## config.mk

```make
export PLATFORM = sky130hd
export DESIGN_NAME = pwm_reload_timer
export DESIGN_NICKNAME = d
export VERILOG_FILES = /design/src/rtl/pwm_reload_timer.sv
export SDC_FILE = /design/constraint.sdc
export NUM_CORES = 1
export LEC_CHECK = 0
export ABC_CLOCK_PERIOD_IN_PS = 3200
export BUFFER_PORTS_ARGS = -buffer_cell sky130_fd_sc_hd__buf_4
export CAP_MARGIN = 20
export CORE_MARGIN = 4
export CORE_UTILIZATION = 34
export DETAILED_ROUTE_END_ITERATION = 7
export GPL_TIMING_DRIVEN = 0
export PLACE_DENSITY = 0.65
export SETUP_SLACK_MARGIN = 0.05
export SLEW_MARGIN = 0
export SYNTH_ARGS = -nofsm -noshare
export SYNTH_HDL_FRONTEND = slang
export SYNTH_SLANG_ARGS = --single-unit
```

## constraint.sdc

```tcl
create_clock -name clk -period 3.2 [get_ports clk]
set_input_delay 0.48 -clock clk [delete_from_list [all_inputs] [get_ports clk]]
set_output_delay 0.48 -clock clk [all_outputs]
set_load 0.03 [all_outputs]
```

## src/rtl/pwm_reload_timer.sv

```systemverilog
module pwm_reload_timer #(
  parameter int WIDTH    = 16,
  parameter int SEL_W    = 3,
  parameter int PRE_BASE = 3
) (
  input  logic             clk,
  input  logic             rst_n,
  input  logic             run,
  input  logic [SEL_W-1:0] psel,
  input  logic             dir_src,
  input  logic             dir_down,
  input  logic             ext_down,
  input  logic             core_wr,
  input  logic [WIDTH-1:0] core_wdata,
  input  logic             rl_a_en,
  input  logic             rl_a_rise,
  input  logic [WIDTH-1:0] rl_a_val,
  input  logic             rl_b_en,
  input  logic             rl_b_rise,
  input  logic [WIDTH-1:0] rl_b_val,
  output logic [WIDTH-1:0] count,
  output logic             tog
);

  localparam int PRE_W = PRE_BASE + (1 << SEL_W) - 1;
  localparam logic [WIDTH-1:0] TOP = '1;

  logic [PRE_W-1:0] pre_cnt;
  logic [PRE_W-1:0] pre_mask;
  logic [PRE_W:0]   div_full;
  logic             tick, down, wrap, a_hit, b_hit;
  logic [WIDTH-1:0] stepped;

  assign div_full = (PRE_W+1)'(1) << (PRE_BASE + 32'(psel));
  assign pre_mask = div_full[PRE_W-1:0] - PRE_W'(1);
  assign tick     = run && (pre_cnt == pre_mask);

  always_ff @(posedge clk) begin
    if (!rst_n || !run || tick) pre_cnt <= '0;
    else                        pre_cnt <= pre_cnt + PRE_W'(1);
  end

  assign down    = dir_src ? ext_down : dir_down;
  assign wrap    = tick && (down ? (count == '0) : (count == TOP));
  assign stepped = down ? count - WIDTH'(1) : count + WIDTH'(1);
  assign a_hit   = wrap && rl_a_en && (rl_a_rise == !tog);
  assign b_hit   = wrap && rl_b_en && (rl_b_rise == !tog);

  always_ff @(posedge clk) begin
    if (!rst_n)       count <= '0;
    else if (core_wr) count <= core_wdata;
    else if (a_hit)   count <= rl_a_val;
    else if (b_hit)   count <= rl_b_val;
    else if (tick)    count <= stepped;
  end

  always_ff @(posedge clk) begin
    if (!rst_n)    tog <= 1'b0;
    else if (wrap) tog <= !tog;
  end

  AST_STOP_HOLD: assert property (@(posedge clk) disable iff (!rst_n)
    (!run && !core_wr) |=> ($stable(count) && $stable(tog)));
  AST_PRE_CLEAR: assert property (@(posedge clk) disable iff (!rst_n)
    !run |=> (pre_cnt == '0));
  AST_TOG_ON_TICK: assert property (@(posedge clk) disable iff (!rst_n)
    !tick |=> $stable(tog));
  AST_WR_WINS: assert property (@(posedge clk) disable iff (!rst_n)
    core_wr |=> (count == $past(core_wdata)));
  AST_STEP_ONE: assert property (@(posedge clk) disable iff (!rst_n)
    (tick && !wrap && !core_wr) |=>
      (count == ($past(down) ? $past(count) - WIDTH'(1) : $past(count) + WIDTH'(1))));
  AST_RELOAD_A: assert property (@(posedge clk) disable iff (!rst_n)
    (a_hit && !core_wr) |=> (count == $past(rl_a_val)));
  AST_RELOAD_B: assert property (@(posedge clk) disable iff (!rst_n)
    (b_hit && !a_hit && !core_wr) |=> (count == $past(rl_b_val)));

endmodule

```

# [After elaboration in Yosys (flattened, before gate mapping)]
# Index checks and enable logic that the tools add are counted.
[word_totals] romBits=0 mem_bits_rw=0 latch_bits=0 n_memories=0 ff_bits=27
[classes] reduce_logical=13 div_mod_pow=0 n_eq_ne=4 shift=1 magnitude_cmp=0 bitwise_logic=0 mux=7 mul=0 n_addsub=5
[ops] cell="$mux W16" n=5
[ops] cell="$add A16 B1 Y16 const B" n=1
[ops] cell="$eq A16 B16 Y1 const B" n=1
[ops] cell="$logic_not A16 Y1" n=1
[ops] cell="$sub A16 B1 Y16 const B" n=1
[ops] cell="$add A10 B1 Y10 const B" n=1
[ops] cell="$eq A10 B10 Y1" n=1
[ops] cell="$shl A1 B4 Y10 const A" n=1
[ops] cell="$sub A10 B1 Y10 const B" n=1
[ops] cell="$logic_and A1 B1 Y1" n=6
[ops] cell="$add A2 B3 Y4 const A" n=1
[ops] cell="$reduce_bool A4 Y1" n=1
[ops] cell="$logic_not A1 Y1" n=3
[ops] cell="$eq A1 B1 Y1" n=2
[ops] cell="$logic_or A1 B1 Y1" n=2
[ops] cell="$mux W1" n=2

# [Depth between registers and ports, before layout]
# Gate-level depths: netlist of the first run.
[logic_depth] word_depth=11 ltp_mapped=12

# [Worst setup path before layout of the first run]
# OpenSTA, ideal clock, no wires.
[synth_timing] kind="input -> register" start="input dir_src" end="register count[10]" stages=11 slack_ps=50 arrival_time_ps=3024 n_path_buf=0 required_ps=3074 path_cell_list="mux2i_1 inv_1 ha_1 nor2b_1 o31a_1 o41ai_1 o21ai_0 xnor2_1 mux2_2 mux2i_1 o21ai_0"
[synth_via] elab_chain_cells=8 elab_cells_between_ends=13 cone_classes="mux (7); reduce/logical (6)"
[synth_rtl] item="start, declared" line_no="10" rtl="input logic dir_src,"
[synth_rtl] item="$mux W1 (*)" line_no="43" rtl="assign down = dir_src ? ext_down : dir_down;"
[synth_rtl] item="$mux W1" line_no="44" rtl="assign wrap = tick && (down ? (count == '0) : (count == TOP));"
[synth_rtl] item="$logic_and A1 B1 Y1" line_no="44"
[synth_rtl] item="$logic_and A1 B1 Y1 (2 in series)" line_no="47" rtl="assign b_hit = wrap && rl_b_en && (rl_b_rise == !tog);"
[synth_rtl] item="$mux W16" line_no="53" rtl="else if (b_hit) count <= rl_b_val;"
[synth_rtl] item="$mux W16" line_no="52" rtl="else if (a_hit) count <= rl_a_val;"
[synth_rtl] item="$mux W16" line_no="51" rtl="else if (core_wr) count <= core_wdata;"
[synth_rtl] item="end signal, assigned" line_no="51"
[synth_rtl] item="end signal, assigned" line_no="52"
[synth_rtl] item="end signal, assigned" line_no="53"
[synth_rtl] item="end, declared" line_no="21" rtl="output logic [WIDTH-1:0] count,"
# Mark *: on every way between the ends. The rest lies on a longest branch, timed or not. The select of a mux whose other input is x is not followed.
# A chain may end at the register's enable or synchronous reset.

# [Worst setup path in the final report of the first run]
[layout_timing] start="input dir_src" end="register count[11]"
# The elaborated chain is that of the path after synthesis.

==> results of run 1 <==
per-stage QoR:
stage	util, %	instances	power, mW	instance area [um^2]	TNS, ps
after floorplan	-	328	0.653	2560	0
after global placement	44.7	503	0.789	3260	-5120
after detailed placement	44.7	503	0.796	3260	-5210
after CTS	45.5	507	1.01	3320	0
after global routing	45.7	507	1.08	3340	0
final	45.7	507	1.02	3340	0
registers in the layout, summed over array words and instances (netlist names):
| name | count |
|---|---|
| pre_cnt | 10 |
| tog | 1 |
| count | 16 |
power by group:
part           switching, mW  leakage (nW)  internal [mW]  total, mW
Sequential            0.0242         0.222          0.351      0.375
Clock                  0.125        0.0255         0.0879      0.212
Combinational          0.225          1.14          0.205      0.430
Total                  0.374          1.38          0.644       1.02
how the worst min path moves through the flow:
| stage | endpoint | cells past startpoint |
|---|---|---|
| 2_1_floorplan | pre_cnt[0]$_SDFF_PP0_ | 1 |
| 3_3_place_gp | pre_cnt[0]$_SDFF_PP0_ | 1 |
| 3_5_place_dp | pre_cnt[0]$_SDFF_PP0_ | 1 |
| 4_1_cts | count[0]$_SDFFE_PN0P_ | 3 |
| 5_1_grt | count[0]$_SDFFE_PN0P_ | 3 |
| 6_report | count[0]$_SDFFE_PN0P_ | 3 |
layout by cell type, fill, tap and decap left out, drive strengths merged, types with 4 or more instances in the layout:
master,synthesis,final
buf,7,83
a21oi,33,33
o21ai,31,31
dfxtp,27,27
nor2,24,24
nand3,17,17
nand2,16,16
ha,16,16
xor2,13,13
clkbuf,9,12
xnor2,11,11
inv,11,11
o221ai,9,9
nor3,8,8
mux2,7,7
mux2i,6,6
nor4,6,6
nand4,5,5
and3,5,5
o211ai,5,5
a21o,5,5
nor2b,4,4
o21bai,4,4
and2,4,4
nand3b,4,4
o311ai,4,4
logic make-up (layout without fill, tap and decap cells):
kind of cell / after synthesis / after routing / synth area share (%)
AOI/OAI and AO/OA: 116 / 116 / 29.3
and+or+nand+nor: 104 / 104 / 22.3
DFF: 27 / 27 / 21.1
buffers and inverters: 27 / 107 / 5.08
xor gates and xnor gates: 24 / 24 / 8.20
adders and majority gates: 17 / 17 / 8.59
muxes: 13 / 13 / 5.42
synth_stat cells, types with 5 or more instances:
cell type,instances,area share (%)
inv_1,11,1.6
nand2_1,16,2.3
nand3_1,17,3.3
mux2i_1,6,2.3
clkbuf_1,9,1.3
mux2_2,7,3.1
o221ai_1,9,3.1
nand4_1,5,1.2
ha_1,16,7.8
o21ai_0,30,5.9
xnor2_1,11,3.8
and3_1,5,1.2
nor4_1,5,1.2
nor2_1,23,3.4
dfxtp_1,27,21
o211ai_1,5,1.5
a21oi_1,33,6.4
a21o_1,5,1.5
nor3_1,7,1.4
xor2_1,13,4.4
layer usage:
layer	track usage [%]	wire, um	vias to the layer above
met2	32.7	4150	86
met1	23.5	3610	1338
li1	-	-	1410
met4	3.49	79	0
met5	0	0	-
met3	3.35	550	9
worst register-to-register path: stages (launching register included):
cell	delay, ps
dfxtp_1	380
or4_4	550
o22ai_2	160
nor2_2	80
nor4_4	570
and2_1	210
buf_4	190
mux2_2	360
o221ai_1	160
a21oi_1	90
final cells by class:
cell class	count	area, um^2	area share (%)
repair buffers	76	571	17.1
plain buffers	16	88.8	2.66
inverters	11	43.8	1.31
flip-flops and latches	27	541	16.2
well taps	99	124	3.71
clock inverters	1	5.00	0.150
clock buffers	3	41.3	1.24
multi-input cells	274	1920	57.6
timing repair:
| action | 4_1_cts | 5_1_grt |
|---|---|---|
| buffers inserted | 0 | 0 |
| endpoints found under the setup margin | 7 | 3 |
| gates resized for setup | 3 | 3 |
==> metrics.yaml, run 1 <==
grt_start_max_net_pins: 16
hold_viol: 0
synth_cells: 328
clock_latency_ps: 290
grt_usage_pct: 18.5
hp-start: "core_wdata[0]"
grt_overflow_total: 0
ys_seq_elements: 27
critPathSlowestCell: "mux2i_2"
layout_min_cycle_time_ps: 2980
ys.flop_type: "dfxtp_1"
cts.sinks: 27
die_area_mm2: 0.00899
root_buffer: "clkbuf_8"
htree_levels: 1
slew_headroom_pct: 48.0
regToRegEndpoint: "count[4]$_SDFFE_PN0P_"
die_y_um: 94.8
start_kind: "primary input"
cts_tree: "built"
dpl_worst_slack_ps: -708
wl_per_cell_um: 16.6
vias: 2843
synth_edf_count: 0
rows: 31
holdWs_ps: 435
n_antenna_cell: 0
rsz0062_at_grt: "no"
timing.rr.start: "pre_cnt[7]$_SDFF_PP0_"
timing.critical_path.to: "count[11]$_SDFFE_PN0P_"
power_density_mw_per_mm2: 305
antenna_found_initial: 0
worst_slew_pin_slew_ps: 774
worst-r2r-setup-slack_ps: 360
die_x_um: 94.8
yosysUniqueCellTypes: 59
criticalPathCategory: "in2reg"
globalplace.congestion: 0.892
critical_path_arrival_ps: 3170
max_stage_delay_ps: 410
fin_nets: 488
nFillCells: 744
ir_drop_uv: 155
cts_made_buffers: 3
crit_family: "compound AO/OA/AOI/OAI gates"
yosysSeqAreaShare_pct: 21.1
dp_hpwl_mm: 6.56
syn_to_final_growth_pct: 30.1
reg2reg_depth: 9
grt_pass1_vias: 2735
cp_data_required_time_ps: 3390
synth-async-reset-ratio_pct: 0
cp-end-kind: "flip-flop"
drv_cap: 0
clk_path_buf_depth: 2
cts_hold_buf: 0
yosys_warnings: 0
initial_utilization_pct: 35.2
path_buf_inv: 2
coreArea_mm2: 0.00729
synth_fp_nets: 407
worstHoldPathType: "in2reg"
p_leak_nw: 1.38
layout-drive-gt1-share_pct: 26.5
slew_violations: 0
cp_max_fo: 15
crit_chain: "buf_4, mux2i_2, inv_4, ha_1, a211oi_1, o21bai_1, a21o_1, a31o_2, xor2_1, mux2_2, o221ai_1, a21oi_1"
drt-initial-drc-count: 113
cp-startpoint: "dir_src"
path_depth: 12
grt_pass1_wl_mm: 13.1
drc: 0
timing.fmax_mhz: 336
portBuffers: 76
skew_ps: 7.85
first_pass_iters: 4
design.portCount: 79
setup_viol: 0
syn_area_mm2: 0.00256
detail-route-antenna-nets: 0
clk_pin_slew_worst_paths_ps: 110
vias_per_cell: 5.61
period_share_pct: 93.0
layout_setup_ws_ps: 223
synth.avg_cell_area_um2: 7.82
outcome: "complete, no violations"
drt-total-wl_mm: 8.39
(Power assumes the default switching activity.)
==> run 2: changes to the inputs <==
--- a/config.mk
+++ b/config.mk
@@ -10,6 +10,7 @@
 export CAP_MARGIN = 20
 export CORE_MARGIN = 4
 export CORE_UTILIZATION = 34
+export CTS_BUF_LIST = sky130_fd_sc_hd__clkbuf_2
 export DETAILED_ROUTE_END_ITERATION = 7
 export GPL_TIMING_DRIVEN = 0
 export PLACE_DENSITY = 0.65
==> metrics.yaml, run 2 (same netlist as run 1, synthesis figures left out) <==
outcome: "complete, no violations"
portBuffers: 76
die_x_um: 94.8
layout-drive-gt1-share_pct: 26.2
layout_min_cycle_time_ps: 2990
multiInputGateArea_mm2: 0.00190
vias_per_cell: 5.63
power_density_mw_per_mm2: 289
whs_path_depth: 3
cp_data_required_time_ps: 3520
slew_headroom_pct: 47.5
cp-startpoint: "dir_src"
holdWs_ps: 297
clock_latency_ps: 420
grt_start_max_net_pins: 16
wl_met2_mm: 4.14
final_cell_mix: "buf_4 (77), a21oi_1 (33), o21ai_0 (30), dfxtp_1 (27), nor2_1 (23)"
die_area_mm2: 0.00899
top_register: "count"
dp_hpwl_mm: 6.56
die_y_um: 94.8
max_stage_delay_ps: 460
total_power_mw: 0.952
grt_usage_pct: 18.5
final_common_cell: "buf_4"
dpl_worst_slack_ps: -708
regToRegEndpoint: "count[10]$_SDFFE_PN0P_"
n_antenna_cell: 0
path_buf_inv: 2
layout_setup_ws_ps: 212
timing.rr.start: "pre_cnt[7]$_SDFF_PP0_"
crit_chain: "buf_4, mux2i_2, inv_2, ha_1, a211oi_1, o21bai_1, a21o_1, a31o_2, a311oi_1, o211ai_1, o21ai_0, a21oi_1"
fin_nets: 488
rows: 31
drt-initial-drc-count: 146
rsz0062_at_grt: "no"
period_share_pct: 93.4
cts.sinks: 27
crit_family: "compound AO/OA/AOI/OAI gates"
hold_viol: 0
design.portCount: 79
syn_to_final_growth_pct: 28.3
post_cts_buffers: 0
clk_path_buf_depth: 2
drt-total-wl_mm: 8.41
first_pass_iters: 4
root_buffer: "clkbuf_2"
worst_slew_pin_slew_ps: 781
setup_viol: 0
skew_ps: 32.1
start_kind: "primary input"
worstHoldPathType: "in2reg"
cts_made_buffers: 3
fin_util_pct: 45.1
reg_top3: "count: 16 flops, pre_cnt: 10 flops, tog: 1 flops"
met1_length_mm: 3.50
coreArea_mm2: 0.00729
p_leak_nw: 1.37
initial_utilization_pct: 35.2
cp_max_fo: 15
grt_pass1_wl_mm: 13.0
criticalPathCategory: "in2reg"
met3_length_um: 651
drv_cap: 0
wl_per_cell_um: 16.6
globalplace.congestion: 0.892
antenna_found_initial: 0
ir_drop_uv: 136
detail-route-antenna-nets: 0
timing.fmax_mhz: 335
reg2reg_depth: 9
worst-r2r-setup-slack_ps: 380
cp-end-kind: "flip-flop"
cts_hold_buf: 0
cts_tree: "built"
grt_overflow_total: 0
htree_levels: 1
largest_register_ffs: 16
critPathSlowestCell: "a311oi_1"
top_layer: "met4"
nFillCells: 754
vias: 2853
timing.critical_path.to: "count[13]$_SDFFE_PN0P_"
grt_pass1_vias: 2717
path_depth: 12
seqCellArea_um2: 541
critical_path_arrival_ps: 3300
slew_violations: 0
drc: 0
clk_pin_slew_worst_paths_ps: 330
[run 2: cell counts in the layout (fill, tap and decap cells not counted)]
No cell type changed its count.
[run 2: layer usage]
metal	global-route usage, %	vias to the layer above
met4	3.49	0
met5	0	-
li1	-	1410
met1	23.3	1332
met3	3.59	12
met2	32.6	99
[run 2: worst min-delay path by stage]
stage	from	end	slack, ps
final	core_wdata[7]	count[7]$_SDFFE_PN0P_	300
after CTS	core_wdata[0]	count[0]$_SDFFE_PN0P_	300
after floorplan	pre_cnt[0]$_SDFF_PP0_	pre_cnt[0]$_SDFF_PP0_	440
after global placement	pre_cnt[0]$_SDFF_PP0_	pre_cnt[0]$_SDFF_PP0_	460
after detailed placement	pre_cnt[0]$_SDFF_PP0_	pre_cnt[0]$_SDFF_PP0_	480
after global routing	core_wdata[0]	count[0]$_SDFFE_PN0P_	280
[run 2: area by class of cell]
class	count	area share [%]
inverters	11	1.26
clock inverters	1	0.152
repair buffers	76	17.3
clock buffers	3	0.456
flip-flops and latches	27	16.4
multi-input cells	274	57.9
plain buffers	16	2.70
well taps	99	3.77
[run 2: worst min-delay path, delay by kind of cell]
family                 cells  cell delay (ps)
AO/OA/AOI/OAI              2              160
buffers and inverters      1               80
[run 2: stage by stage]
step	instances	instance area [um^2]	setup TNS [ps]
finish	507	3290	0
global route	507	3290	0
CTS	507	3290	0
detailed placement	503	3260	-5210
global placement	503	3260	-5120
floorplan	328	2560	0
[run 2: repair_timing]
action | CTS | global route
gates resized for setup | 2 | 1
endpoints found under the setup margin | 5 | 2
pin swaps | 0 | 0
[run 2: power by group]
group	leakage, nW	internal, mW	total [mW]	switching (mW)
Combinational	1.13	0.202	0.423	0.221
Clock	0.0164	0.0284	0.153	0.125
Sequential	0.222	0.353	0.377	0.0241
==> run 3: changes to the inputs <==
--- a/config.mk
+++ b/config.mk
@@ -14,6 +14,7 @@
 export DETAILED_ROUTE_END_ITERATION = 7
 export GPL_TIMING_DRIVEN = 0
 export PLACE_DENSITY = 0.65
+export REMOVE_ABC_BUFFERS = 1
 export SETUP_SLACK_MARGIN = 0.05
 export SLEW_MARGIN = 0
 export SYNTH_ARGS = -nofsm -noshare
==> metrics.yaml, run 3 (same netlist as run 1, synthesis figures left out) <==
grt_pass1_vias: 2641
cp-startpoint: "dir_src"
timing.critical_path.to: "count[12]$_SDFFE_PN0P_"
regToRegEndpoint: "count[0]$_SDFFE_PN0P_"
p_leak_nw: 1.35
first_pass_iters: 4
hold_viol: 0
layout_setup_ws_ps: 246
grt_start_max_net_pins: 23
layout_min_cycle_time_ps: 2950
vias_per_cell: 5.62
syn_to_final_growth_pct: 26.2
critPathSlowestCell: "mux2i_1"
fin_nets: 475
largest_register_ffs: 16
drt-initial-drc-count: 136
final_cell_mix: "buf_4 (78), a21oi_1 (33), o21ai_0 (30), dfxtp_1 (27), nor2_1 (23)"
holdWs_ps: 280
final_common_cell: "buf_4"
whs_path_depth: 3
n_antenna_cell: 0
cp_data_required_time_ps: 3560
slew_violations: 0
top_register: "count"
portBuffers: 78
timing.fmax_mhz: 339
total_power_mw: 0.958
max_stage_delay_ps: 440
dpl_worst_slack_ps: -638
path_depth: 12
clk_pin_slew_worst_paths_ps: 330
cts_made_buffers: 3
ir_drop_uv: 146
rows: 31
root_buffer: "clkbuf_2"
design.portCount: 79
cp_max_fo: 15
rsz0062_at_grt: "yes"
fin_util_pct: 44.4
crit_chain: "buf_4, mux2i_1, inv_2, ha_1, nor2b_1, o31a_1, o41ai_2, a2bb2oi_1, a21oi_1, xnor2_1, nor2_1, o211a_1"
start_kind: "primary input"
crit_family: "compound AO/OA/AOI/OAI gates"
die_x_um: 94.8
setup-tns-final_ps: 0
worst_slew_pin_slew_ps: 706
drc: 0
initial_utilization_pct: 35.2
worst-r2r-setup-slack_ps: 250
antenna_found_initial: 0
path_buf_inv: 2
slew_headroom_pct: 52.7
grt_usage_pct: 18.2
criticalPathCategory: "in2reg"
detail-route-antenna-nets: 0
period_share_pct: 92.3
wl_per_cell_um: 16.7
post_cts_buffers: 0
power_density_mw_per_mm2: 296
critical_path_arrival_ps: 3320
grt_overflow_total: 0
setup_viol: 0
timing.rr.start: "pre_cnt[7]$_SDFF_PP0_"
clock_latency_ps: 410
die_area_mm2: 0.00899
reg2reg_depth: 8
vias: 2777
dp_hpwl_mm: 6.34
globalplace.congestion: 0.896
outcome: "complete, no violations"
drt-total-wl_mm: 8.27
htree_levels: 1
layout-drive-gt1-share_pct: 26.6
cp-end-kind: "flip-flop"
reg_top3: "count: 16 flops, pre_cnt: 10 flops, tog: 1 flops"
skew_ps: 11.0
cts_tree: "built"
die_y_um: 94.8
coreArea_mm2: 0.00729
worstHoldPathType: "in2reg"
grt_pass1_wl_mm: 13.0
clk_path_buf_depth: 2
cts.sinks: 27
drv_cap: 0
[run 3: cell count changes in the layout (fill, tap and decap cells not counted), sizes merged]
cell and change:
buf -4, clkbuf -9, clkinv -1, inv +1
[run 3: worst min-delay path by stage]
| stage | start | to | slack, ps |
|---|---|---|---|
| after CTS | core_wdata[0] | count[0]$_SDFFE_PN0P_ | 270 |
| after floorplan | pre_cnt[0]$_SDFF_PP0_ | pre_cnt[0]$_SDFF_PP0_ | 440 |
| final | core_wdata[0] | count[0]$_SDFFE_PN0P_ | 280 |
| after global placement | pre_cnt[0]$_SDFF_PP0_ | pre_cnt[0]$_SDFF_PP0_ | 460 |
| after detailed placement | pre_cnt[0]$_SDFF_PP0_ | pre_cnt[0]$_SDFF_PP0_ | 470 |
| after global routing | core_wdata[0] | count[0]$_SDFFE_PN0P_ | 250 |
[run 3: layout make-up]
class                      count  area (um^2)
clock buffer                   3         15.0
clock inverter                 1         8.76
fill                         773         4060
inverter                      11         41.3
multi-input combinational    274         1910
sequential                    27          541
tap                           99          124
timing repair buffer          79          597
[run 3: metrics by stage]
step           instance area, um^2  std cells
6_report                      3230        494
5_1_grt                       3230        494
4_1_cts                       3230        494
3_5_place_dp                  3200        490
3_3_place_gp                  3180        489
2_1_floorplan                 2470        312
[run 3: report_power, final]
group	switching [mW]	total [mW]	internal, mW
sequential	0.0233	0.376	0.353
clock	0.131	0.165	0.0332
combinational	0.218	0.418	0.200
total	0.373	0.958	0.586
[run 3: timing repair]
| item | in CTS | in global routing |
|---|---|---|
| hold buffers | 0 | 0 |
| gates cloned | 0 | 0 |
| resized for setup | 2 | 2 |
| setup endpoints to repair | 9 | 10 |
[run 3: worst reg2reg max path, delay by kind of cell (launching register included)]
kind | cells | cell delay [ps]
simple gates | 4 | 1910
flops | 1 | 440
compound gates | 4 | 550
[run 3: per-layer routing]
metal	vias to the layer above	share of wire (%)	wire length, um	track usage, %
met5	-	0	0	0
met4	0	1.3	104	3.61
li1	1381	-	-	-
met2	78	50	4120	32.2
met1	1306	44	3600	23.1
met3	12	5.3	436	3.11
